### src/rtl/pps_hold_pkg.sv
// Package: shared defaults for the holdover pulse generator.
// Assumes a 122.88 MHz reference clock; integrators may use these
// constants to drive the programmable inputs at start-up.
package pps_hold_pkg;
    localparam int unsigned REF_HZ_DEF     = 122_880_000;
    localparam int unsigned MISS_CYC_DEF   = 184_320_000;
    localparam int unsigned PULSE_CYC_DEF  = 12_288_000;
    localparam int unsigned CHECK_SECS_DEF = 16;
    localparam int unsigned SYNC_DEF       = 2;
endpackage

### src/rtl/pps_ref_sync.sv
// Module: pps_ref_sync
// Brings the asynchronous receiver pulse into the clock domain through
// STAGES flops and emits a one-cycle strobe on its rising edge.
// Assumes the receiver pulse stays high for at least two clock cycles.
module pps_ref_sync #(
    parameter int unsigned STAGES = 2
) (
    input  logic clk,
    input  logic rst_n,
    input  logic async_i,
    output logic rise_o
);
    logic [STAGES-1:0] sh_q;
    logic              last_q;

    // Shift the raw input through the synchronizer chain and keep the prior output.
    always_ff @(posedge clk) begin
        if (!rst_n) begin
            sh_q   <= '0;
            last_q <= 1'b0;
        end else begin
            sh_q   <= {sh_q[STAGES-2:0], async_i};
            last_q <= sh_q[STAGES-1];
        end
    end

    assign rise_o = sh_q[STAGES-1] & ~last_q;

    // A single edge yields one strobe, never two in a row.
    p_rise_single_r3: assert property (@(posedge clk) disable iff (!rst_n)
        rise_o |=> !rise_o);
endmodule

### src/rtl/pps_sec_counter.sv
// Module: pps_sec_counter
// Free-running once-per-second counter with a jam-load input and the
// pulse shaper. Assumes jam_i is a one-cycle request; the load value 1
// accounts for the cycle in which the request is consumed.
module pps_sec_counter #(
    parameter  int unsigned CNT_PER_SEC = 122_880_000,
    localparam int          CW          = $clog2(CNT_PER_SEC)
) (
    input  logic          clk,
    input  logic          rst_n,
    input  logic          jam_i,
    input  logic [CW-1:0] pulse_len_i,
    output logic [CW-1:0] cnt_o,
    output logic          wrap_o,
    output logic          pps_o
);
    localparam logic [CW-1:0] LAST    = CW'(CNT_PER_SEC - 1);
    localparam logic [CW-1:0] JAM_VAL = CW'(1);

    logic [CW-1:0] cnt_q, cnt_nx;
    logic          pps_q;
    logic          past_ok_q;

    // Next count: reload on jam, wrap at the end of the second, else step.
    always_comb begin
        if (jam_i)              cnt_nx = JAM_VAL;
        else if (cnt_q == LAST) cnt_nx = '0;
        else                    cnt_nx = cnt_q + CW'(1);
    end

    // Register the count and a pulse that is high for the first pulse_len_i counts.
    always_ff @(posedge clk) begin
        if (!rst_n) begin
            cnt_q     <= '0;
            pps_q     <= 1'b0;
            past_ok_q <= 1'b0;
        end else begin
            cnt_q     <= cnt_nx;
            pps_q     <= (cnt_nx < pulse_len_i);
            past_ok_q <= 1'b1;
        end
    end

    assign cnt_o  = cnt_q;
    assign pps_o  = pps_q;
    assign wrap_o = (cnt_q == LAST) && !jam_i;

    // Count stays inside one second.
    p_cnt_range_r1: assert property (@(posedge clk) disable iff (!rst_n)
        cnt_q <= LAST);
    // Without a jam the count advances by exactly one, modulo the second.
    p_cnt_step_r1: assert property (@(posedge clk) disable iff (!rst_n)
        (past_ok_q && !$past(jam_i)) |->
        (cnt_q == (($past(cnt_q) == LAST) ? '0 : $past(cnt_q) + CW'(1))));
    // A jam request reloads the count.
    p_jam_load_r6: assert property (@(posedge clk) disable iff (!rst_n)
        jam_i |=> (cnt_q == JAM_VAL));
endmodule

### src/rtl/pps_ref_watch.sv
// Module: pps_ref_watch
// Timeout on the receiver pulse: any edge marks the reference valid,
// and LIMIT cycles without an edge mark it invalid. The timer saturates.
module pps_ref_watch #(
    parameter  int unsigned LIMIT = 184_320_000,
    localparam int          TW    = $clog2(LIMIT + 1)
) (
    input  logic clk,
    input  logic rst_n,
    input  logic rise_i,
    output logic valid_o
);
    localparam logic [TW-1:0] LIM = TW'(LIMIT);

    logic [TW-1:0] tmr_q;
    logic          valid_q;

    // Restart the timer on an edge; drop validity when it reaches the limit.
    always_ff @(posedge clk) begin
        if (!rst_n) begin
            tmr_q   <= LIM;
            valid_q <= 1'b0;
        end else if (rise_i) begin
            tmr_q   <= '0;
            valid_q <= 1'b1;
        end else if (tmr_q != LIM) begin
            tmr_q <= tmr_q + TW'(1);
            if (tmr_q == LIM - TW'(1)) valid_q <= 1'b0;
        end
    end

    assign valid_o = valid_q;

    // An edge always makes the reference valid.
    p_valid_set_r5: assert property (@(posedge clk) disable iff (!rst_n)
        rise_i |=> valid_q);
    // Validity is lost only when the full timeout has elapsed.
    p_valid_drop_r5: assert property (@(posedge clk) disable iff (!rst_n)
        $fell(valid_q) |-> (tmr_q == LIM));
endmodule

### src/rtl/pps_phase_check.sv
// Module: pps_phase_check
// Folds the local count seen at a reference edge into a signed error,
// keeps the last locked measurement, and decides on a jam-sync. The
// check window opens after CHECK_SECS local wraps or on any loss.
module pps_phase_check #(
    parameter  int unsigned CNT_PER_SEC = 122_880_000,
    parameter  int unsigned CHECK_SECS  = 16,
    localparam int          CW          = $clog2(CNT_PER_SEC),
    localparam int          EW          = CW + 1,
    localparam int          SW          = $clog2(CHECK_SECS + 1)
) (
    input  logic          clk,
    input  logic          rst_n,
    input  logic          rise_i,
    input  logic          lock_i,
    input  logic          valid_i,
    input  logic          tick_i,
    input  logic [CW-1:0] cnt_i,
    input  logic [CW-1:0] thresh_i,
    output logic          jam_o,
    output logic          adj_o,
    output logic [EW-1:0] err_o
);
    localparam logic [CW-1:0] HALF     = CW'(CNT_PER_SEC / 2);
    localparam logic [EW:0]   N_X      = (EW + 1)'(CNT_PER_SEC);
    localparam logic [SW-1:0] LAST_SEC = SW'(CHECK_SECS - 1);
    localparam int            ERR_LO   = int'(CNT_PER_SEC / 2) - int'(CNT_PER_SEC);
    localparam int            ERR_HI   = int'(CNT_PER_SEC / 2) - 1;

    logic [EW:0]   wide;
    logic [EW-1:0] err_now, mag, err_q;
    logic [SW-1:0] sec_q;
    logic          armed_q, check, adj_q, past_ok_q;

    // Fold the raw count into a signed error and compare its magnitude.
    always_comb begin
        wide    = (cnt_i >= HALF) ? ({2'b00, cnt_i} - N_X) : {2'b00, cnt_i};
        err_now = wide[EW-1:0];
        mag     = err_now[EW-1] ? (~err_now + EW'(1)) : err_now;
        check   = rise_i && lock_i && valid_i && armed_q;
        jam_o   = check && (mag > {1'b0, thresh_i});
    end

    // Capture the locked measurement and the adjust strobe.
    always_ff @(posedge clk) begin
        if (!rst_n) begin
            err_q     <= '0;
            adj_q     <= 1'b0;
            past_ok_q <= 1'b0;
        end else begin
            if (rise_i && lock_i) err_q <= err_now;
            adj_q     <= jam_o;
            past_ok_q <= 1'b1;
        end
    end

    // Schedule the check window: open on loss, close on a check, reopen after CHECK_SECS wraps.
    always_ff @(posedge clk) begin
        if (!rst_n) begin
            armed_q <= 1'b1;
            sec_q   <= '0;
        end else if (!lock_i || !valid_i) begin
            armed_q <= 1'b1;
            sec_q   <= '0;
        end else if (check) begin
            armed_q <= 1'b0;
            sec_q   <= '0;
        end else if (tick_i && !armed_q) begin
            if (sec_q == LAST_SEC) armed_q <= 1'b1;
            sec_q <= sec_q + SW'(1);
        end
    end

    assign adj_o = adj_q;
    assign err_o = err_q;

    // Reported error always lies in the folded range.
    p_err_range_r4: assert property (@(posedge clk) disable iff (!rst_n)
        (int'($signed(err_q)) >= ERR_LO) && (int'($signed(err_q)) <= ERR_HI));
    // Error is held unless a locked edge was seen.
    p_hold_err_r4: assert property (@(posedge clk) disable iff (!rst_n)
        (past_ok_q && !$past(rise_i && lock_i)) |-> $stable(err_q));
    // A completed check closes the window.
    p_armed_clear_r7: assert property (@(posedge clk) disable iff (!rst_n)
        check |=> !armed_q);
endmodule

### src/rtl/pps_holdover_gen.sv
// Module: pps_holdover_gen (top)
// Local once-per-second generator that free-runs through loss of the
// receiver and jam-syncs to a trusted receiver pulse. Assumes clk is the
// disciplined reference clock and lock_ok_i is already synchronous.
module pps_holdover_gen
    import pps_hold_pkg::*;
#(
    parameter  int unsigned CNT_PER_SEC = REF_HZ_DEF,
    parameter  int unsigned MISS_LIMIT  = MISS_CYC_DEF,
    parameter  int unsigned CHECK_SECS  = CHECK_SECS_DEF,
    parameter  int unsigned SYNC_STAGES = SYNC_DEF,
    localparam int          CW          = $clog2(CNT_PER_SEC),
    localparam int          EW          = CW + 1
) (
    input  logic          clk,
    input  logic          rst_n,
    input  logic          ref_pps_i,
    input  logic          lock_ok_i,
    input  logic [CW-1:0] jam_thresh_i,
    input  logic [CW-1:0] pulse_len_i,
    output logic          pps_o,
    output logic          ref_valid_o,
    output logic          holdover_o,
    output logic          adjust_o,
    output logic [EW-1:0] phase_err_o
);
    logic          rise, jam, wrap, valid;
    logic [CW-1:0] cnt;

    pps_ref_sync #(.STAGES(SYNC_STAGES)) u_sync (
        .clk(clk), .rst_n(rst_n), .async_i(ref_pps_i), .rise_o(rise));

    pps_ref_watch #(.LIMIT(MISS_LIMIT)) u_watch (
        .clk(clk), .rst_n(rst_n), .rise_i(rise), .valid_o(valid));

    pps_sec_counter #(.CNT_PER_SEC(CNT_PER_SEC)) u_cnt (
        .clk(clk), .rst_n(rst_n), .jam_i(jam), .pulse_len_i(pulse_len_i),
        .cnt_o(cnt), .wrap_o(wrap), .pps_o(pps_o));

    pps_phase_check #(.CNT_PER_SEC(CNT_PER_SEC), .CHECK_SECS(CHECK_SECS)) u_chk (
        .clk(clk), .rst_n(rst_n), .rise_i(rise), .lock_i(lock_ok_i),
        .valid_i(valid), .tick_i(wrap), .cnt_i(cnt), .thresh_i(jam_thresh_i),
        .jam_o(jam), .adj_o(adjust_o), .err_o(phase_err_o));

    // Status: holdover whenever the reference cannot be trusted.
    assign ref_valid_o = valid;
    assign holdover_o  = ~(lock_ok_i & valid);

    // An adjustment only ever follows a cycle with lock reported.
    p_adj_locked_r6: assert property (@(posedge clk) disable iff (!rst_n)
        adjust_o |-> $past(lock_ok_i));
endmodule

### config.mk
export PLATFORM = sky130hd
export DESIGN_NAME = pps_holdover_gen
export DESIGN_NICKNAME = d
export VERILOG_FILES = /design/src/rtl/pps_hold_pkg.sv /design/src/rtl/pps_ref_sync.sv /design/src/rtl/pps_sec_counter.sv /design/src/rtl/pps_ref_watch.sv /design/src/rtl/pps_phase_check.sv /design/src/rtl/pps_holdover_gen.sv
export SDC_FILE = /design/constraint.sdc
export NUM_CORES = 1
export LEC_CHECK = 0
export BUFFER_PORTS_ARGS = -buffer_cell sky130_fd_sc_hd__buf_2
export CAP_MARGIN = 10
export CORE_ASPECT_RATIO = 1.4
export CORE_MARGIN = 5
export CORE_UTILIZATION = 35
export DETAILED_ROUTE_END_ITERATION = 16
export GPL_ROUTABILITY_DRIVEN = 0
export PLACE_DENSITY = 0.56
export SYNTH_ARGS = -nofsm -noshare
export SYNTH_HDL_FRONTEND = slang
export SYNTH_HIERARCHICAL = 1
export SYNTH_SLANG_ARGS = --single-unit
export TNS_END_PERCENT = 5
### constraint.sdc
create_clock -name clk -period 10.3 [get_ports clk]
set_clock_uncertainty 0.2 [all_clocks]
set_input_delay 0.515 -clock clk [delete_from_list [all_inputs] [get_ports clk]]
set_output_delay 0.515 -clock clk [all_outputs]
set_load 0.02 [all_outputs]
==> implementation parameters <==
Parameter                              Value

Yosys
  Combined area of all synthesized cells    7010 sq um
  Leading cell types by total area after synthesis    sky130_fd_sc_hd__dfxtp_1, sky130_fd_sc_hd__ha_1, sky130_fd_sc_hd__xnor2_1, sky130_fd_sc_hd__a21oi_1, sky130_fd_sc_hd__nor2_1
  Sequential share of the synthesized area    0.271
  Average size of a mapped cell    7.91 sq um
  Synthesized instance count    887
  Fraction of synthesis flops using an asynchronous set or reset pin    0
  Post-synth EDFFs    0
  Synth unique cells    77
  Area share of the largest cell type after synthesis    0.271
  Synthesized net count    1006
  Dominant cell type by area after synthesis    sky130_fd_sc_hd__dfxtp_1
  Flip-flop and latch count after synthesis    95
  Prevailing post-synth register cell    sky130_fd_sc_hd__dfxtp_1
  Synth Warn #    6

Setup path
  Path type of the worst setup path    reg -> reg
  Maximum single-stage delay on the critical path    0.74 ns
  Peak fanout along the critical path    26
  Crit path DAT    7.11 ns
  Startpoint of the worst setup timing path    u_cnt/cnt_o[16]$_SDFF_PN0_
  Cell with the most instances on the worst path    sky130_fd_sc_hd__ha_1
  Startpoint Class    flop
  Reg2reg start    u_cnt/cnt_o[16]$_SDFF_PN0_
  Critical path buffers and inverters    0
  Number of gates on the worst path with buffers counted    23
  Critical-path cell with the highest stage delay    sky130_fd_sc_hd__dfxtp_1
  R2r worst-path depth    23
  Worst Setup EP    u_cnt/pps_o$_SDFF_PN0_
  Capture instance of the worst register-to-register path    u_cnt/pps_o$_SDFF_PN0_
  Critical Path RT    10.39 ns
  Ordered list of cells on the worst path    ha_1 -> and4b_1 -> nand4_1 -> o41a_1 -> and2_4 -> nor2_4 -> o21ai_0 -> xnor2_1 -> ha_1 -> nand4_1 -> or2_2 -> nor2_1 -> o31a_1 -> o311ai_0 -> a211oi_1 -> a31o_1 -> nor2_1 -> ha_1 -> a21o_1 -> a221o_1 -> a2111oi_0 -> o211ai_1 -> a21oi_1
  CP Capture Type    flop
  Minimum setup slack among reg-to-reg paths    3.28 ns
  Category of cells accounting for the largest share of critical-path delay    compound AO/OA/AOI/OAI gates

GRT
  Routing layer with the top usage in global route    met2
  Global-route congestion overflow total    0
  Global Route met2 Usage    0.292
  Maximum number of pins on one net before global-route repair    36
  Vias in the first global route    6187
  Global-route wire length before repair    30800 um
  Antenna violations before repair    0
  Total routing resource utilization after global routing    0.167
  GRT met1 Usage    0.202
  Met3 usage    0.0265

Timing
  Ratio of final minimum period to clock period    0.681
  Transition time at the pin with the least slew margin    0.853 ns
  Worst slew margin relative to its limit    0.431
  Final critical delay including setup and external delays    7.02 ns
  Final hold vios    0
  Minimum hold slack    0.165 ns
  Final setup viols    0
  Highest attainable clock frequency    0.143 GHz
  Total Negative Setup Slacks    0 ns
  Unrepaired setup endpoints after global routing    false
  Final Max Tran Viols    0

Die
  Total die area    23000 sq um
  Core Box Area    19800 sq um
  Vertical die dimension    177 um
  Placement Rows    61
  Width of the chip    130 um
  Total I/O pin count    90
  Starting utilization of the core area    0.355

Drt
  Routed vias    6263
  Total Routed Length    18900 um
  Iteration-0 DRC count of the detailed router    473
  DRC violation count after routing    0
  Number of vias per cell    5.16
  DRT antenna net count    0
  Pre-antenna DRT Iters    5
  Wire length per cell after detailed routing    15.5 um

Placed design
  Cell count after placement    1197
  Final HPWL DP    14900 um
  IO Port Bufs    89

Run status
  Run status    complete, no violations

Clocking
  Post-CTS setup buffer count    0
  Total clock buffers created by CTS    9
  Count of hold buffers inserted by post-cts repair    0
  Clock slew at reported path FFs    0.07 ns
  Maximum number of buffers from clock root to sink    2
  Clock latency at the later pin of the worst-skew pair    0.36 ns
  Clock Tree Root    sky130_fd_sc_hd__clkbuf_16
  Number of sinks on the clock net    95
  H-Tree Level Count    3
  CTS tree    done
  PostCTS Resize Cnt    0

Layout
  Final-stage net count    1075
  Layout Area Growth over Synthesis    12.8%
  Antenna diodes    0
  Filler instances    2034
  Share of layout cells above drive strength 1    0.173
  Final cell count without fillers    1213

Worst hold path
  Class of the tightest hold or removal check    in -> reg

Flow run
  Maxcap violations    0

Power
  Worst vdd rail ir drop    0.0746 mV
  Static leakage    3.52 nW
  Pwr Density    106 nW/um^2
[synth_stat cells, drive strengths merged (3+ instances only)]
| cell type | n |
|---|---|
| buf | 11 |
| clkbuf | 23 |
| nor2 | 112 |
| o211ai | 5 |
| dfxtp | 95 |
| xnor2 | 41 |
| a311o | 5 |
| or3 | 5 |
| a211oi | 6 |
| nor3 | 21 |
| and2 | 8 |
| nor2b | 8 |
| xor2 | 35 |
| nor4 | 15 |
| and4b | 3 |
| nor3b | 3 |
| nand2 | 88 |
| and4 | 7 |
| a31oi | 3 |
| nand3 | 28 |
| nand2b | 15 |
| o21ai | 32 |
| inv | 85 |
| and3 | 15 |
| nand4 | 31 |
| a31o | 8 |
| a21o | 10 |
| ha | 61 |
| and3b | 3 |
| or2 | 3 |
| a21oi | 68 |
| or4 | 4 |
[flip-flops by register name, summed over array words and instances (netlist names)]
name,count
u_chk/armed_q,1
u_cnt/pps_o,1
u_cnt/cnt_o,27
u_sync/sh_q,2
u_watch/valid_o,1
u_sync/last_q,1
u_chk/err_o,28
u_chk/adj_o,1
u_watch/tmr_q,28
u_chk/sec_q,5
[area by class of cell]
class	count	area, sq um	area share
clock buffer	10	239	0.0302
clock inverter	6	72.6	0.00917
inverter	85	319	0.0403
multi-input combinational	673	4590	0.581
sequential	95	1900	0.240
tap	252	315	0.0399
timing repair buffer	92	468	0.0592
[report_power, final]
part | total (W) | internal, W | leakage, nW | switching [W]
Combinational | 0.0000939 | 0.0000387 | 2.60 | 0.0000552
Clock | 0.000358 | 0.000199 | 0.151 | 0.000160
Sequential | 0.000383 | 0.000374 | 0.769 | 0.00000902
Total | 0.000835 | 0.000611 | 3.52 | 0.000224
[how the worst min path moves through the flow]
stage                                   start                   endpoint  slack, ns  depth (start not counted)
floorplan           u_sync/sh_q[0]$_SDFF_PN0_  u_sync/sh_q[1]$_SDFF_PN0_       0.21                          1
global placement    u_sync/sh_q[0]$_SDFF_PN0_  u_sync/sh_q[1]$_SDFF_PN0_       0.24                          1
detailed placement  u_sync/sh_q[0]$_SDFF_PN0_  u_sync/sh_q[1]$_SDFF_PN0_       0.23                          1
CTS                                 ref_pps_i  u_sync/sh_q[0]$_SDFF_PN0_       0.15                          2
global route                        ref_pps_i  u_sync/sh_q[0]$_SDFF_PN0_       0.17                          2
finish                              ref_pps_i  u_sync/sh_q[0]$_SDFF_PN0_       0.17                          2
[stage by stage]
stage	util	instance area, sq um	setup slack (ns)	total power [W]
after floorplan	-	7010	4.57	0.000454
after global placement	0.384	7600	3.59	0.000486
after detailed placement	0.384	7600	3.27	0.000486
after CTS	0.400	7910	3.25	0.000847
after global routing	0.400	7910	2.68	0.000872
final	0.400	7910	3.28	0.000835
[worst reg2reg max path, cell delays in order (launching register included)]
cell and delay (ns):
sky130_fd_sc_hd__dfxtp_1 0.74, sky130_fd_sc_hd__ha_1 0.24, sky130_fd_sc_hd__and4b_1 0.19, sky130_fd_sc_hd__nand4_1 0.09
sky130_fd_sc_hd__o41a_1 0.40, sky130_fd_sc_hd__and2_4 0.26, sky130_fd_sc_hd__nor2_4 0.28, sky130_fd_sc_hd__o21ai_0 0.17
sky130_fd_sc_hd__xnor2_1 0.16, sky130_fd_sc_hd__ha_1 0.31, sky130_fd_sc_hd__nand4_1 0.08, sky130_fd_sc_hd__or2_2 0.28
sky130_fd_sc_hd__nor2_1 0.15, sky130_fd_sc_hd__o31a_1 0.15, sky130_fd_sc_hd__o311ai_0 0.14, sky130_fd_sc_hd__a211oi_1 0.71
sky130_fd_sc_hd__a31o_1 0.74, sky130_fd_sc_hd__nor2_1 0.14, sky130_fd_sc_hd__ha_1 0.33, sky130_fd_sc_hd__a21o_1 0.16
sky130_fd_sc_hd__a221o_1 0.33, sky130_fd_sc_hd__a2111oi_0 0.43, sky130_fd_sc_hd__o211ai_1 0.15, sky130_fd_sc_hd__a21oi_1 0.13
[metal layers]
layer	share of wire	wire length, um
met5	0	0
met4	0.030	557
met3	0.040	758
met2	0.50	9450
met1	0.43	8090
[cells by family (layout without fill, tap and decap cells)]
group | after synthesis | count (layout) | synth area share
buffers and inverters | 119 | 193 | 0.0737
flip-flops | 95 | 95 | 0.271
multiplexers | 1 | 1 | 0.00143
adder cells (fa/ha/maj) | 61 | 61 | 0.109
AND/OR/NAND/NOR | 376 | 376 | 0.309
XOR/XNOR | 76 | 76 | 0.0949
AO/OA/AOI/OAI | 159 | 159 | 0.141
[cell usage in the layout, fill, tap and decap left out, types with 5 or more instances in the layout]
cell,n
sky130_fd_sc_hd__xnor2_1,41
sky130_fd_sc_hd__dfxtp_1,95
sky130_fd_sc_hd__xor2_1,35
sky130_fd_sc_hd__nor4_2,5
sky130_fd_sc_hd__nor2b_1,7
sky130_fd_sc_hd__a211oi_1,6
sky130_fd_sc_hd__and3_1,15
sky130_fd_sc_hd__a21oi_1,67
sky130_fd_sc_hd__and2_1,6
sky130_fd_sc_hd__nor2_1,87
sky130_fd_sc_hd__nand3_1,28
sky130_fd_sc_hd__nand4_1,28
sky130_fd_sc_hd__o211ai_1,5
sky130_fd_sc_hd__nor4_1,8
sky130_fd_sc_hd__buf_2,89
sky130_fd_sc_hd__a311o_1,5
sky130_fd_sc_hd__nor2_4,21
sky130_fd_sc_hd__o21ai_0,30
sky130_fd_sc_hd__a21o_1,10
sky130_fd_sc_hd__nand2b_1,15
sky130_fd_sc_hd__nand2_1,86
sky130_fd_sc_hd__inv_1,85
sky130_fd_sc_hd__and4_1,7
sky130_fd_sc_hd__clkbuf_16,9
sky130_fd_sc_hd__nor3_1,19
sky130_fd_sc_hd__ha_1,61
sky130_fd_sc_hd__a31o_2,7
Power figures use the tool's default switching activity.
